===== config.mk =====
export PLATFORM = sky130hd
export DESIGN_NAME = xbank_cas_steer
export DESIGN_NICKNAME = d
export VERILOG_FILES = /design/src/rtl/xbank_pkg.sv /design/src/rtl/xbank_shadow.sv /design/src/rtl/xbank_decode.sv /design/src/rtl/xbank_cas_gate.sv /design/src/rtl/xbank_cas_steer.sv
export SDC_FILE = /design/constraint.sdc
export NUM_CORES = 1
export LEC_CHECK = 0
export CAP_MARGIN = 5
export CORE_AREA = 2 2 39 41
export CTS_CLUSTER_SIZE = 25
export DETAILED_ROUTE_END_ITERATION = 10
export DIE_AREA = 0 0 41 43
export DONT_BUFFER_PORTS = 1
export RECOVER_POWER = 100
export SLEW_MARGIN = 25
export SYNTH_ARGS = -nofsm -noshare
export SYNTH_HDL_FRONTEND = slang
export SYNTH_SLANG_ARGS = --single-unit

===== constraint.sdc =====
create_clock -name clk -period 4 [get_ports clk]
set_input_delay 0.2 -clock clk [delete_from_list [all_inputs] [get_ports clk]]
set_output_delay 0.2 -clock clk [all_outputs]
set_load 0.1 [all_outputs]

===== src/rtl/xbank_pkg.sv =====
package xbank_pkg;
  localparam int BANKS  = 4;
  localparam int BANK_W = 2;

  typedef logic [BANK_W-1:0] bank_t;

  // exchange the two bits of a bank field, as the write path presents them
  function automatic logic [BANK_W-1:0] swap_pair(input logic [BANK_W-1:0] f);
    return {f[0], f[1]};
  endfunction

  // restore ordinary bank numbering from a stored (exchanged) field
  function automatic bank_t restore_bank(input logic [BANK_W-1:0] stored);
    return bank_t'(swap_pair(stored));
  endfunction

  // two-bank limit drops the high bank bit
  function automatic bank_t limit_bank(input bank_t b, input logic two_only);
    return two_only ? {1'b0, b[0]} : b;
  endfunction
endpackage


===== src/rtl/xbank_shadow.sv =====
module xbank_shadow
  import xbank_pkg::*;
#(
  parameter int NUM_REGS  = 4,
  parameter int DATA_W    = 8,
  parameter int FIELD_LSB = 6,
  localparam int IDX_W    = $clog2(NUM_REGS)
) (
  input  logic              clk,
  input  logic              rst_n,
  input  logic [DATA_W-1:0] wdata,
  input  logic              reg_sel_n,
  input  logic              rd_wr,
  input  logic [IDX_W-1:0]  wr_idx,
  input  logic [IDX_W-1:0]  rd_idx,
  output logic [BANK_W-1:0] stored_field
);
  logic                wr_fire;
  logic [NUM_REGS-1:0] wr_hit;
  logic [BANK_W-1:0]   wr_field;
  logic [BANK_W-1:0]   entry [NUM_REGS];

  // write-only: only a selected write cycle loads; reads never drive anything
  assign wr_fire  = !reg_sel_n && !rd_wr;
  assign wr_field = swap_pair(wdata[FIELD_LSB +: BANK_W]);

  for (genvar i = 0; i < NUM_REGS; i++) begin : g_entry
    assign wr_hit[i] = wr_fire && (wr_idx == IDX_W'(i));

    always_ff @(posedge clk or negedge rst_n) begin
      if (!rst_n)         entry[i] <= '0;
      else if (wr_hit[i]) entry[i] <= wr_field;
    end

    AST_WRITE_LOADS: assert property (@(posedge clk) disable iff (!rst_n)
      wr_hit[i] |=> entry[i] == $past(wr_field));
    AST_HOLD_OTHERWISE: assert property (@(posedge clk) disable iff (!rst_n)
      !wr_hit[i] |=> $stable(entry[i]));
  end

  assign stored_field = entry[rd_idx];

  AST_ONE_TARGET: assert property (@(posedge clk) disable iff (!rst_n)
    $onehot0(wr_hit));
endmodule


===== src/rtl/xbank_decode.sv =====
module xbank_decode
  import xbank_pkg::*;
(
  input  logic [BANK_W-1:0] stored_field,
  input  logic              force_two_bank,
  output bank_t             bank,
  output logic [BANKS-1:0]  bank_sel
);
  assign bank = limit_bank(restore_bank(stored_field), force_two_bank);

  for (genvar b = 0; b < BANKS; b++) begin : g_sel
    assign bank_sel[b] = (bank == bank_t'(b));
  end

  always_comb begin
    if (force_two_bank) AST_TWO_BANK: assert (!bank_sel[2] && !bank_sel[3]);
  end
endmodule


===== src/rtl/xbank_cas_gate.sv =====
module xbank_cas_gate
  import xbank_pkg::*;
(
  input  logic [BANKS-1:0] bank_sel,
  input  logic             cas_en_n,
  input  logic             vid_cas_n,
  output logic [BANKS-1:0] cas_n
);
  logic strobe_live;

  assign strobe_live = !cas_en_n && !vid_cas_n;

  for (genvar b = 0; b < BANKS; b++) begin : g_line
    assign cas_n[b] = !(strobe_live && bank_sel[b]);
  end
endmodule


===== src/rtl/xbank_cas_steer.sv =====
module xbank_cas_steer
  import xbank_pkg::*;
#(
  parameter int NUM_REGS  = 4,
  parameter int DATA_W    = 8,
  parameter int FIELD_LSB = 6,
  localparam int IDX_W    = $clog2(NUM_REGS)
) (
  input  logic              clk,
  input  logic              rst_n,
  input  logic [DATA_W-1:0] cpu_data,
  input  logic              reg_sel_n,
  input  logic              rd_wr,
  input  logic [IDX_W-1:0]  reg_idx,
  input  logic [IDX_W-1:0]  live_idx,
  input  logic              cas_en_n,
  input  logic              vid_cas_n,
  input  logic              force_two_bank,
  output logic [BANKS-1:0]  bank_cas_n
);
  logic [BANK_W-1:0] live_field;
  bank_t             live_bank;
  logic [BANKS-1:0]  live_sel;

  xbank_shadow #(
    .NUM_REGS (NUM_REGS),
    .DATA_W   (DATA_W),
    .FIELD_LSB(FIELD_LSB)
  ) u_shadow (
    .clk         (clk),
    .rst_n       (rst_n),
    .wdata       (cpu_data),
    .reg_sel_n   (reg_sel_n),
    .rd_wr       (rd_wr),
    .wr_idx      (reg_idx),
    .rd_idx      (live_idx),
    .stored_field(live_field)
  );

  xbank_decode u_decode (
    .stored_field  (live_field),
    .force_two_bank(force_two_bank),
    .bank          (live_bank),
    .bank_sel      (live_sel)
  );

  xbank_cas_gate u_gate (
    .bank_sel (live_sel),
    .cas_en_n (cas_en_n),
    .vid_cas_n(vid_cas_n),
    .cas_n    (bank_cas_n)
  );

  AST_CAS_EXCLUSIVE: assert property (@(posedge clk) disable iff (!rst_n)
    $onehot0(~bank_cas_n));
  AST_GATED_OFF: assert property (@(posedge clk) disable iff (!rst_n)
    cas_en_n |-> &bank_cas_n);
  AST_NO_STROBE_IDLE: assert property (@(posedge clk) disable iff (!rst_n)
    vid_cas_n |-> &bank_cas_n);
  AST_LINE_MATCHES_BANK: assert property (@(posedge clk) disable iff (!rst_n)
    (!cas_en_n && !vid_cas_n) |-> !bank_cas_n[live_bank]);
endmodule


After elaboration in Yosys (flattened, before gate mapping)
Index checks and enable logic that the tools add are counted.
- register bits after elaboration: 8
- output and inout port bits: 4
- logic and storage cells: 36
- magnitude comparators: 1
- equality and inequality tests: 6
- multiplexer cells: 4
- bitwise gates (word level): 1
- reduce and logical (&&, ||, !) cells: 20
- operators by type and width (cell ; count):
    $logic_and A1 B1 Y1 ; 10
    $eq A2 B2 Y1 const B ; 4
    $logic_not A1 Y1 ; 8
    $mux W2 ; 3
    $bmux W2 S2 ; 1
    $eq A2 B1 Y1 const B ; 2
    $logic_not A2 Y1 ; 2
    $ge A3 B3 Y1 const B ; 1
    $not A2 Y3 ; 1

Depth between registers and ports, before layout
Gate-level depths: netlist of run 1.
- depth after elaboration: 8
- depth in mapped cells: 3

Modules after synthesis
From an unflattened synthesis of run 1, not the netlist that was laid out.
- cells, all modules: 32
- area total of the unflattened synthesis: 470.5 µm²
- modules (own cells, without submodules) (module ; instances ; cells an instance ; area an instance (µm²) ; seq. area each (µm²)):
    xbank_shadow ; 1 ; 22 ; 390.4 ; 200.2
    xbank_decode ; 1 ; 6 ; 45.0 ; 0.0
    xbank_cas_gate ; 1 ; 4 ; 35.0 ; 0.0

Worst setup path after synthesis of run 1
Ideal clock, no wire load.
- kind: flip-flop to output port
- start point: reg u_shadow.entry[1] (netlist name)
- end point: out bank_cas_n[0]
- data arrival time: 1.754 ns
- required time: 3.800 ns
- path slack: 2.046 ns
- stages on the path, launching flop included: 3
- path buffers: 0
- path through: dfrtp_1 > mux4_2 > or4_1
- longest elaborated chain between the ends: 7
- ends and longest elaborated chain (what ; line ; RTL):
    start, declared ; xbank_shadow.sv:21 ; logic [BANK_W-1:0] entry [NUM_REGS];
    start signal, assigned by index ; xbank_shadow.sv:32 ; else if (wr_hit[i]) entry[i] <= wr_field;
    $bmux W2 S2 ; xbank_shadow.sv:41 ; assign stored_field = entry[rd_idx];
    $mux W2 (not written as such) (2 in series) ; xbank_shadow.sv:41 ;
    $mux W2 ; xbank_pkg.sv:19 ; return two_only ? {1'b0, b[0]} : b;
    $logic_not A2 Y1 ; xbank_decode.sv:12 ; assign bank_sel[b] = (bank == bank_t'(b));
    $logic_and A1 B1 Y1 ; xbank_cas_gate.sv:14 ; assign cas_n[b] = !(strobe_live && bank_sel[b]);
    $logic_not A1 Y1 ; xbank_cas_gate.sv:14 ;
    end, declared ; xbank_cas_steer.sv:19 ; output logic [BANKS-1:0] bank_cas_n
No other way between the ends. The select of a mux whose other input is x is not followed.

Final worst setup path of run 1
Ends and elaborated chain as after synthesis.

==> results.toml, run 1 <==
[grt]
via_count_of_the_first_global_routing_pass = 367
grt_use_total_pct = 12.8
grt_first_pass_wirelength_mm = 1.46
grt_max_degree = 9
grt_antenna_before_repair = 0
grt_overflow_total = 0

[die]
coreArea_um2 = 1380
initial_core_util_pct = 30.4
die_y_extent_um = 43
io_pins = 23
row_count = 14
floorplan.die.width_um = 41
die-area_um2 = 1760

[worst_setup_path]
worstReg2RegStart = "u_shadow.entry[6]"
endpoint_kind = "output port"
required_ns = 3.80
crit_path_kind = "reg2out"
r2r_end = "u_shadow.entry[6]"
critPathLaunch = "u_shadow.entry[1]"
slowest_stage = "or4_1"
timing.critical_path.cells = "mux4_2 -> or4_1"
worst_ep_arrival_time_ns = 2.09
cp-start-kind = "register"
cpPeakStageDelay_ns = 0.94
worst_r2r_path_depth = 1
critical_path.endpoint = "bank_cas_n[0]"
r2r_slack_ns = 3.20
worst-path-max-fanout = 4

[sta]
setup_repair_after_global_routing_missed_its_margin = "no"
final.period_utilization_pct = 57.3
max-slew-margin-rel_pct = 30.2
finalCriticalPeriod_ns = 2.29
final_hold_viol_count = 0
finalHoldWorstSlack_ns = 0.0920
setup_total_negative_slack_ns = 0
worst_clock_skew_ns = 0
max_freq_mhz = 436
maxSlewViolCount = 0
worst_pin_slew_ns = 1.04
setup_viol = 0

[final_layout]
multiInputGateArea_um2 = 220
largest-register = "u_shadow.entry"
largest_reg_flops = 8
drive_above_1_share_pct = 31.4
sequential_cell_area_um2 = 200
num-fill-cells = 141
biggestRegsByFlops = "u_shadow.entry x8"
nets = 56
antenna-diode-count = 0
synthToLayoutAreaGrowth_pct = 12.5

[clock_network]
clock_latency_ns = 0.25
cts_made_buffers = 3
cts-root-to-sink-buffers = 2
cts_num_sinks = 8
ctsHtreeMaxLevel = 1
tritoncts = "yes"
clk_pin_slew_worst_paths_ns = 0.05
clock-root-buffer = "clkbuf_4"

[logic_synthesis]
synth_top_area_share_pct = 47.6
netlist_area_um2 = 420
synthCells = 31
synth_cell_type_count = 15
synth_top_area_cell = "dfrtp_1"
yosys_warnings = 0
yosysSeqAreaShare_pct = 47.6
synthTopCellsByArea = "dfrtp_1 (48%), mux2_2 (21%), mux4_2 (5.4%)"
mappedNetlistNets = 50
yosys_register_bits = 8
syn_area_per_cell_um2 = 13.6

[min_path]
hold_class = "in2reg"

[drt]
num_vias = 298
totalWireLength_um = 887
routed_wire_per_std_cell_um = 17.4
avgViaCountPerCell = 5.84
remaining_drc_errors = 0
ant_nets = 0
drt_iter0_markers = 3
detailedRoute.firstPassIterationCount = 3

[placement]
detailed_place_hpwl_um = 743
place.port_buffers = 0
gp_congestion = 0.624

[job]
maxCapViolCount = 0

[pwr]
total_leakage_power_nw = 0.183
power.density_nw_per_um2 = 485
irDropWorstVdd_mv = 0.150

[run_status]
status = "complete, no violations"
-- report_power, final --
group	total (W)	leakage [nW]	switching (W)	internal, W
logic	0.0000588	0.0731	0.0000343	0.0000245
registers	0.000109	0.0960	0.00000978	0.0000989
clock network	0.0000619	0.0138	0.0000275	0.0000343
-- synthesized netlist by cell type --
cell type and n:
nand3b_1 1, mux2_2 8, dfrtp_1 8, o22ai_1 1, nor4b_1 2, or4_1 1, nor4_1 1, or4b_1 1
or2b_1 1, nor4bb_1 1, nor2_1 1, mux2i_1 2, nand3_1 1, or2_2 1, mux4_2 1
-- critical path, delay by kind of cell, from the launching register on --
family,cells,cell delay (ns)
AND/OR/NAND/NOR,1,0.94
multiplexers,1,0.51
flip-flops,1,0.38
-- how the worst min path moves through the flow --
stage                startpoint  slack, ns           endpoint  depth (start not counted)
finish              cpu_data[6]       0.09  u_shadow.entry[5]                          1
global route        cpu_data[7]        0.1  u_shadow.entry[2]                          1
CTS                 cpu_data[6]        0.1  u_shadow.entry[7]                          1
detailed placement        rst_n       -0.1  u_shadow.entry[1]                          0
global placement          rst_n       -0.1  u_shadow.entry[7]                          0
floorplan                 rst_n       -0.1  u_shadow.entry[0]                          0
-- logic make-up (layout without fill, tap and decap cells) --
logic type | after synthesis | after routing | share of synthesized area [%]
DFF | 8 | 8 | 47.6
muxes | 11 | 11 | 31.5
AOI/OAI and AO/OA | 1 | 1 | 1.49
and+or+nand+nor | 11 | 11 | 19.3
buffers and inverters | 0 | 4 | 0
-- per-stage QoR --
| stage | power (W) | cells | utilization, % | cell area, µm² | worst slack [ns] |
|---|---|---|---|---|---|
| after global placement | 0.000164 | 47 | 31.8 | 440 | 2.01 |
| after floorplan | 0.000158 | 31 | - | 420 | 2.05 |
| final | 0.000229 | 51 | 34.2 | 473 | 1.71 |
| after global routing | 0.000238 | 51 | 34.2 | 473 | 1.69 |
| after CTS | 0.000233 | 51 | 34.2 | 473 | 1.71 |
| after detailed placement | 0.000169 | 47 | 31.8 | 440 | 1.99 |
-- routing by layer --
| metal | GRT usage [%] | routed length (µm) | vias up |
|---|---|---|---|
| li1 | - | - | 132 |
| met1 | 11.3 | 272 | 154 |
| met2 | 22.2 | 521 | 10 |
| met3 | 4.71 | 75 | 2 |
| met4 | 8.00 | 17 | 0 |
| met5 | 0 | 0 | - |
-- area by class of cell --
| class | count | share of cell area, % |
|---|---|---|
| Tap cell | 16 | 4.23 |
| Multi-Input combinational cell | 23 | 46.6 |
| Timing Repair Buffer | 1 | 2.12 |
| Sequential cell | 8 | 42.3 |
| Clock buffer | 3 | 4.76 |
-- cell usage in the layout, fill, tap and decap left out, drive strengths merged, types with 2 or more instances in the layout --
cell type	netlist	layout
dfrtp	8	8
mux2	8	8
clkbuf	0	3
mux2i	2	2
nor4b	2	2
-- timing repair --
action                     in CTS  in global routing
hold buffers                    1                  0
buffers inserted                0                  0
hold endpoints to repair        8                  0
gates resized for setup         0                  0
setup endpoints to repair       0                  0
(Power assumes the default switching activity.)
==> run 2: changes to the inputs <==
==> constraint.sdc (replaced) <==
create_clock -name clk -period 2.1 [get_ports clk]
set_input_delay 0.105 -clock clk [delete_from_list [all_inputs] [get_ports clk]]
set_output_delay 0.105 -clock clk [all_outputs]
set_load 0.1 [all_outputs]
==> results.toml, run 2 (synthesized netlist as in run 1, its figures left out) <==
[min_path]
hold_path.startpoint = "cpu_data[7]"
hold_class = "in2reg"
hold-path-endpoint = "u_shadow.entry[4]"
worst_hold_path.num_cells = 1

[clock_network]
clk_pin_slew_worst_paths_ns = 0.05
cts-root-to-sink-buffers = 2
tritoncts = "yes"
cts_post_setup_buffers_inserted = 0
cts_num_sinks = 8
ctsHtreeMaxLevel = 1
clock_latency_ns = 0.25
cts_made_buffers = 3
clock-root-buffer = "clkbuf_4"

[sta]
max_freq_mhz = 510
setup_total_negative_slack_ns = 0
final_hold_viol_count = 0
max-slew-margin-rel_pct = 63.7
setup_viol = 0
setup_repair_after_global_routing_missed_its_margin = "no"
final.period_utilization_pct = 93.4
finalHoldWorstSlack_ns = 0.00608
maxSlewViolCount = 0
worst_clock_skew_ns = 0
worst_pin_slew_ns = 0.539
finalCriticalPeriod_ns = 1.96

[die]
floorplan.die.width_um = 41
io_pins = 23
die-area_um2 = 1760
row_count = 14
die_y_extent_um = 43
initial_core_util_pct = 30.4
coreArea_um2 = 1380

[worst_setup_path]
timing.critical_path.cells = "mux4_2 -> or4_1 -> buf_4"
worstReg2RegStart = "u_shadow.entry[6]"
endpoint_kind = "output port"
worst_r2r_path_depth = 1
r2r_end = "u_shadow.entry[6]"
slowest_stage = "mux4_2"
cp-start-kind = "register"
crit_path_kind = "reg2out"
cpPeakStageDelay_ns = 0.50
crit_family = "multiplexers"
required_ns = 2.00
worst_ep_arrival_time_ns = 1.86
r2r_slack_ns = 1.30
crit_buf_inv = 1
worst-path-max-fanout = 4

[pwr]
irDropWorstVdd_mv = 0.299
p_total_w = 0.000440
power.density_nw_per_um2 = 821
total_leakage_power_nw = 0.215

[drt]
routed_wire_per_std_cell_um = 15.3
drt_iter0_markers = 5
totalWireLength_um = 901
ant_nets = 0
remaining_drc_errors = 0
num_vias = 304
avgViaCountPerCell = 5.15
detailedRoute.firstPassIterationCount = 3

[final_layout]
finish.instance_area_um2 = 536
mostFrequentLayoutCell = "dfrtp_1"
layout.cells.non_filler = 59
antenna-diode-count = 0
synthToLayoutAreaGrowth_pct = 27.4
biggestRegsByFlops = "u_shadow.entry x8"
drive_above_1_share_pct = 32.6
largest_reg_flops = 8
largest-register = "u_shadow.entry"
most-common-layout-cells = "dfrtp_1 (8), mux2_2 (5), dlygate4sd3_1 (5)"
nets = 64

[grt]
grt_use_total_pct = 13.2
grt_max_degree = 9
grt_first_pass_wirelength_mm = 1.46
grt_antenna_before_repair = 0
grt_overflow_total = 0
via_count_of_the_first_global_routing_pass = 316

[placement]
gp_congestion = 0.683
numPlacedInstances = 51
place.port_buffers = 0
detailed_place_hpwl_um = 742
area_of_placed_instances_um2 = 470

[job]
maxCapViolCount = 0

[run_status]
status = "complete, no violations"
run 2: worst max-delay path by stage:
| stage | start | to | cells after the start |
|---|---|---|---|
| 2_1_floorplan | u_shadow.entry[1] | bank_cas_n[0] | 2 |
| 3_3_place_gp | u_shadow.entry[1] | bank_cas_n[0] | 3 |
| 3_5_place_dp | u_shadow.entry[7] | bank_cas_n[0] | 3 |
| 4_1_cts | u_shadow.entry[7] | bank_cas_n[0] | 3 |
| 5_1_grt | u_shadow.entry[1] | bank_cas_n[0] | 3 |
| 6_report | u_shadow.entry[1] | bank_cas_n[0] | 3 |
run 2: stage by stage:
| stage | setup WS (ns) | util (%) |
|---|---|---|
| floorplan | 0.241 | - |
| global placement | 0.425 | 34.0 |
| detailed placement | 0.395 | 34.0 |
| CTS | 0.116 | 37.8 |
| global route | 0.0691 | 38.7 |
| finish | 0.139 | 38.7 |
run 2: power by group:
part           leakage (nW)  switching [W]  internal, W  total (W)
Sequential           0.0960      0.0000175     0.000188   0.000206
Clock                0.0138      0.0000487    0.0000652   0.000114
Combinational         0.106      0.0000655    0.0000545   0.000120
run 2: layer usage:
layer	vias to the layer above	GRT usage [%]	share of wire [%]
met4	0	8.00	0
met5	-	0	0
met1	149	12.6	35
met3	0	6.28	6.4
li1	149	-	-
met2	6	21.3	58
run 2: area by class of cell:
| cell class | count | area (µm²) |
|---|---|---|
| tap | 16 | 20.0 |
| multi-input combinational | 23 | 220 |
| clock buffer | 3 | 22.5 |
| timing repair buffer | 9 | 72.6 |
| fill | 142 | 848 |
| sequential | 8 | 200 |
run 2: repair_timing:
| action | CTS | global route |
|---|---|---|
| hold buffers | 3 | 2 |
| hold endpoints to repair | 10 | 3 |
| resized for setup | 0 | 0 |
==> run 3: changes to the inputs <==
--- a/config.mk
+++ b/config.mk
@@ -11,6 +11,7 @@
 export DETAILED_ROUTE_END_ITERATION = 10
 export DIE_AREA = 0 0 41 43
 export DONT_BUFFER_PORTS = 1
+export PLACE_DENSITY = 0.53
 export RECOVER_POWER = 100
 export SLEW_MARGIN = 25
 export SYNTH_ARGS = -nofsm -noshare
==> results.toml, run 3 (synthesized netlist as in run 1, its figures left out) <==
[run_status]
status = "complete, no violations"

[pwr]
irDropWorstVdd_mv = 0.338
total_leakage_power_nw = 0.196
power.density_nw_per_um2 = 862
p_total_w = 0.000427

[final_layout]
largest-register = "u_shadow.entry"
drive_above_1_share_pct = 43.6
largest_reg_flops = 8
biggestRegsByFlops = "u_shadow.entry x8"
most-common-layout-cells = "mux2_2 (8), dfrtp_1 (8), clkbuf_4 (4)"
layout.cells.non_filler = 55
antenna-diode-count = 0
nets = 60
synthToLayoutAreaGrowth_pct = 17.9

[clock_network]
cts-root-to-sink-buffers = 2
cts_num_sinks = 8
clock-root-buffer = "clkbuf_4"
ctsHtreeMaxLevel = 1
tritoncts = "yes"
cts_post_setup_buffers_inserted = 0
cts_made_buffers = 3
clock_latency_ns = 0.24
clk_pin_slew_worst_paths_ns = 0.05

[drt]
remaining_drc_errors = 0
routed_wire_per_std_cell_um = 14.0
totalWireLength_um = 772
detailedRoute.firstPassIterationCount = 3
drt_iter0_markers = 2
avgViaCountPerCell = 5.36
num_vias = 295
ant_nets = 0

[sta]
final_hold_viol_count = 0
final.period_utilization_pct = 93.9
setup_total_negative_slack_ns = 0
max-slew-margin-rel_pct = 58.5
setup_viol = 0
maxSlewViolCount = 0
max_freq_mhz = 507
worst_pin_slew_ns = 0.614
setup_slack_ns = 0.128
finalCriticalPeriod_ns = 1.97
worst_clock_skew_ns = 0
setup_repair_after_global_routing_missed_its_margin = "no"

[worst_setup_path]
endpoint_kind = "output port"
worst-path-max-fanout = 4
crit_path_kind = "reg2out"
required_ns = 2.00
worst_ep_arrival_time_ns = 1.87
cp-start-kind = "register"
worst_r2r_path_depth = 1

[die]
row_count = 14
coreArea_um2 = 1380
die-area_um2 = 1760
die_y_extent_um = 43
floorplan.die.width_um = 41
initial_core_util_pct = 30.4
io_pins = 23

[job]
maxCapViolCount = 0

[min_path]
hold_class = "in2reg"
worst_hold_path.num_cells = 1

[placement]
numPlacedInstances = 51
dp_slack_ns = 0.423
detailed_place_hpwl_um = 689
place.port_buffers = 0
gp_congestion = 0.722

[grt]
grt_use_total_pct = 10.5
grt_first_pass_wirelength_mm = 1.17
via_count_of_the_first_global_routing_pass = 325
grt_max_degree = 9
grt_antenna_before_repair = 0
grt_overflow_total = 0
==> run 3: layout make-up <==
cell class	instances	area [µm²]
Multi-Input combinational cell	23	220
Timing Repair Buffer	5	32.5
Tap cell	16	20.0
Sequential cell	8	200
Clock buffer	3	22.5
Fill cell	139	888
==> run 3: report_power, final <==
part / switching (W) / internal, W
Clock: 0.0000440 / 0.0000648
Sequential: 0.0000158 / 0.000189
Combinational: 0.0000618 / 0.0000521
Total: 0.000122 / 0.000305
==> run 3: what timing repair did <==
item	4_1_cts	5_1_grt
endpoints found under the hold margin	8	0
hold buffers	1	0
gates resized for setup	0	0
==> run 3: critical path: stages (launching register included) <==
cell and delay, ns:
dfrtp_1 0.37, mux4_2 0.50, or4_1 0.47, clkbuf_4 0.29
==> run 3: final timing paths <==
check                                    end  slack [ns]         startpoint
hold reg to reg            u_shadow.entry[6]        0.50  u_shadow.entry[6]
min in group asynchronous  u_shadow.entry[2]        0.20              rst_n
setup reg to reg           u_shadow.entry[2]        1.35  u_shadow.entry[2]
max in group asynchronous  u_shadow.entry[7]        1.64              rst_n
setup / recovery               bank_cas_n[0]        0.13  u_shadow.entry[1]
hold / removal             u_shadow.entry[6]        0.01        cpu_data[7]
==> run 3: stage by stage <==
stage | hold slack, ns | utilization [%] | instance area, µm²
after global routing | 0.000298 | 35.8 | 495
after CTS | 0.00448 | 36.3 | 503
after floorplan | -0.191 | - | 420
after detailed placement | -0.190 | 34.0 | 470
after global placement | -0.190 | 34.0 | 470
final | 0.0142 | 35.8 | 495
==> run 3: metal layers <==
metal / share of wire (%) / track usage, %
met4: 0 / 8.00
met2: 58 / 20.0
met1: 35 / 7.09
met5: 0 / 0
met3: 7.5 / 3.14
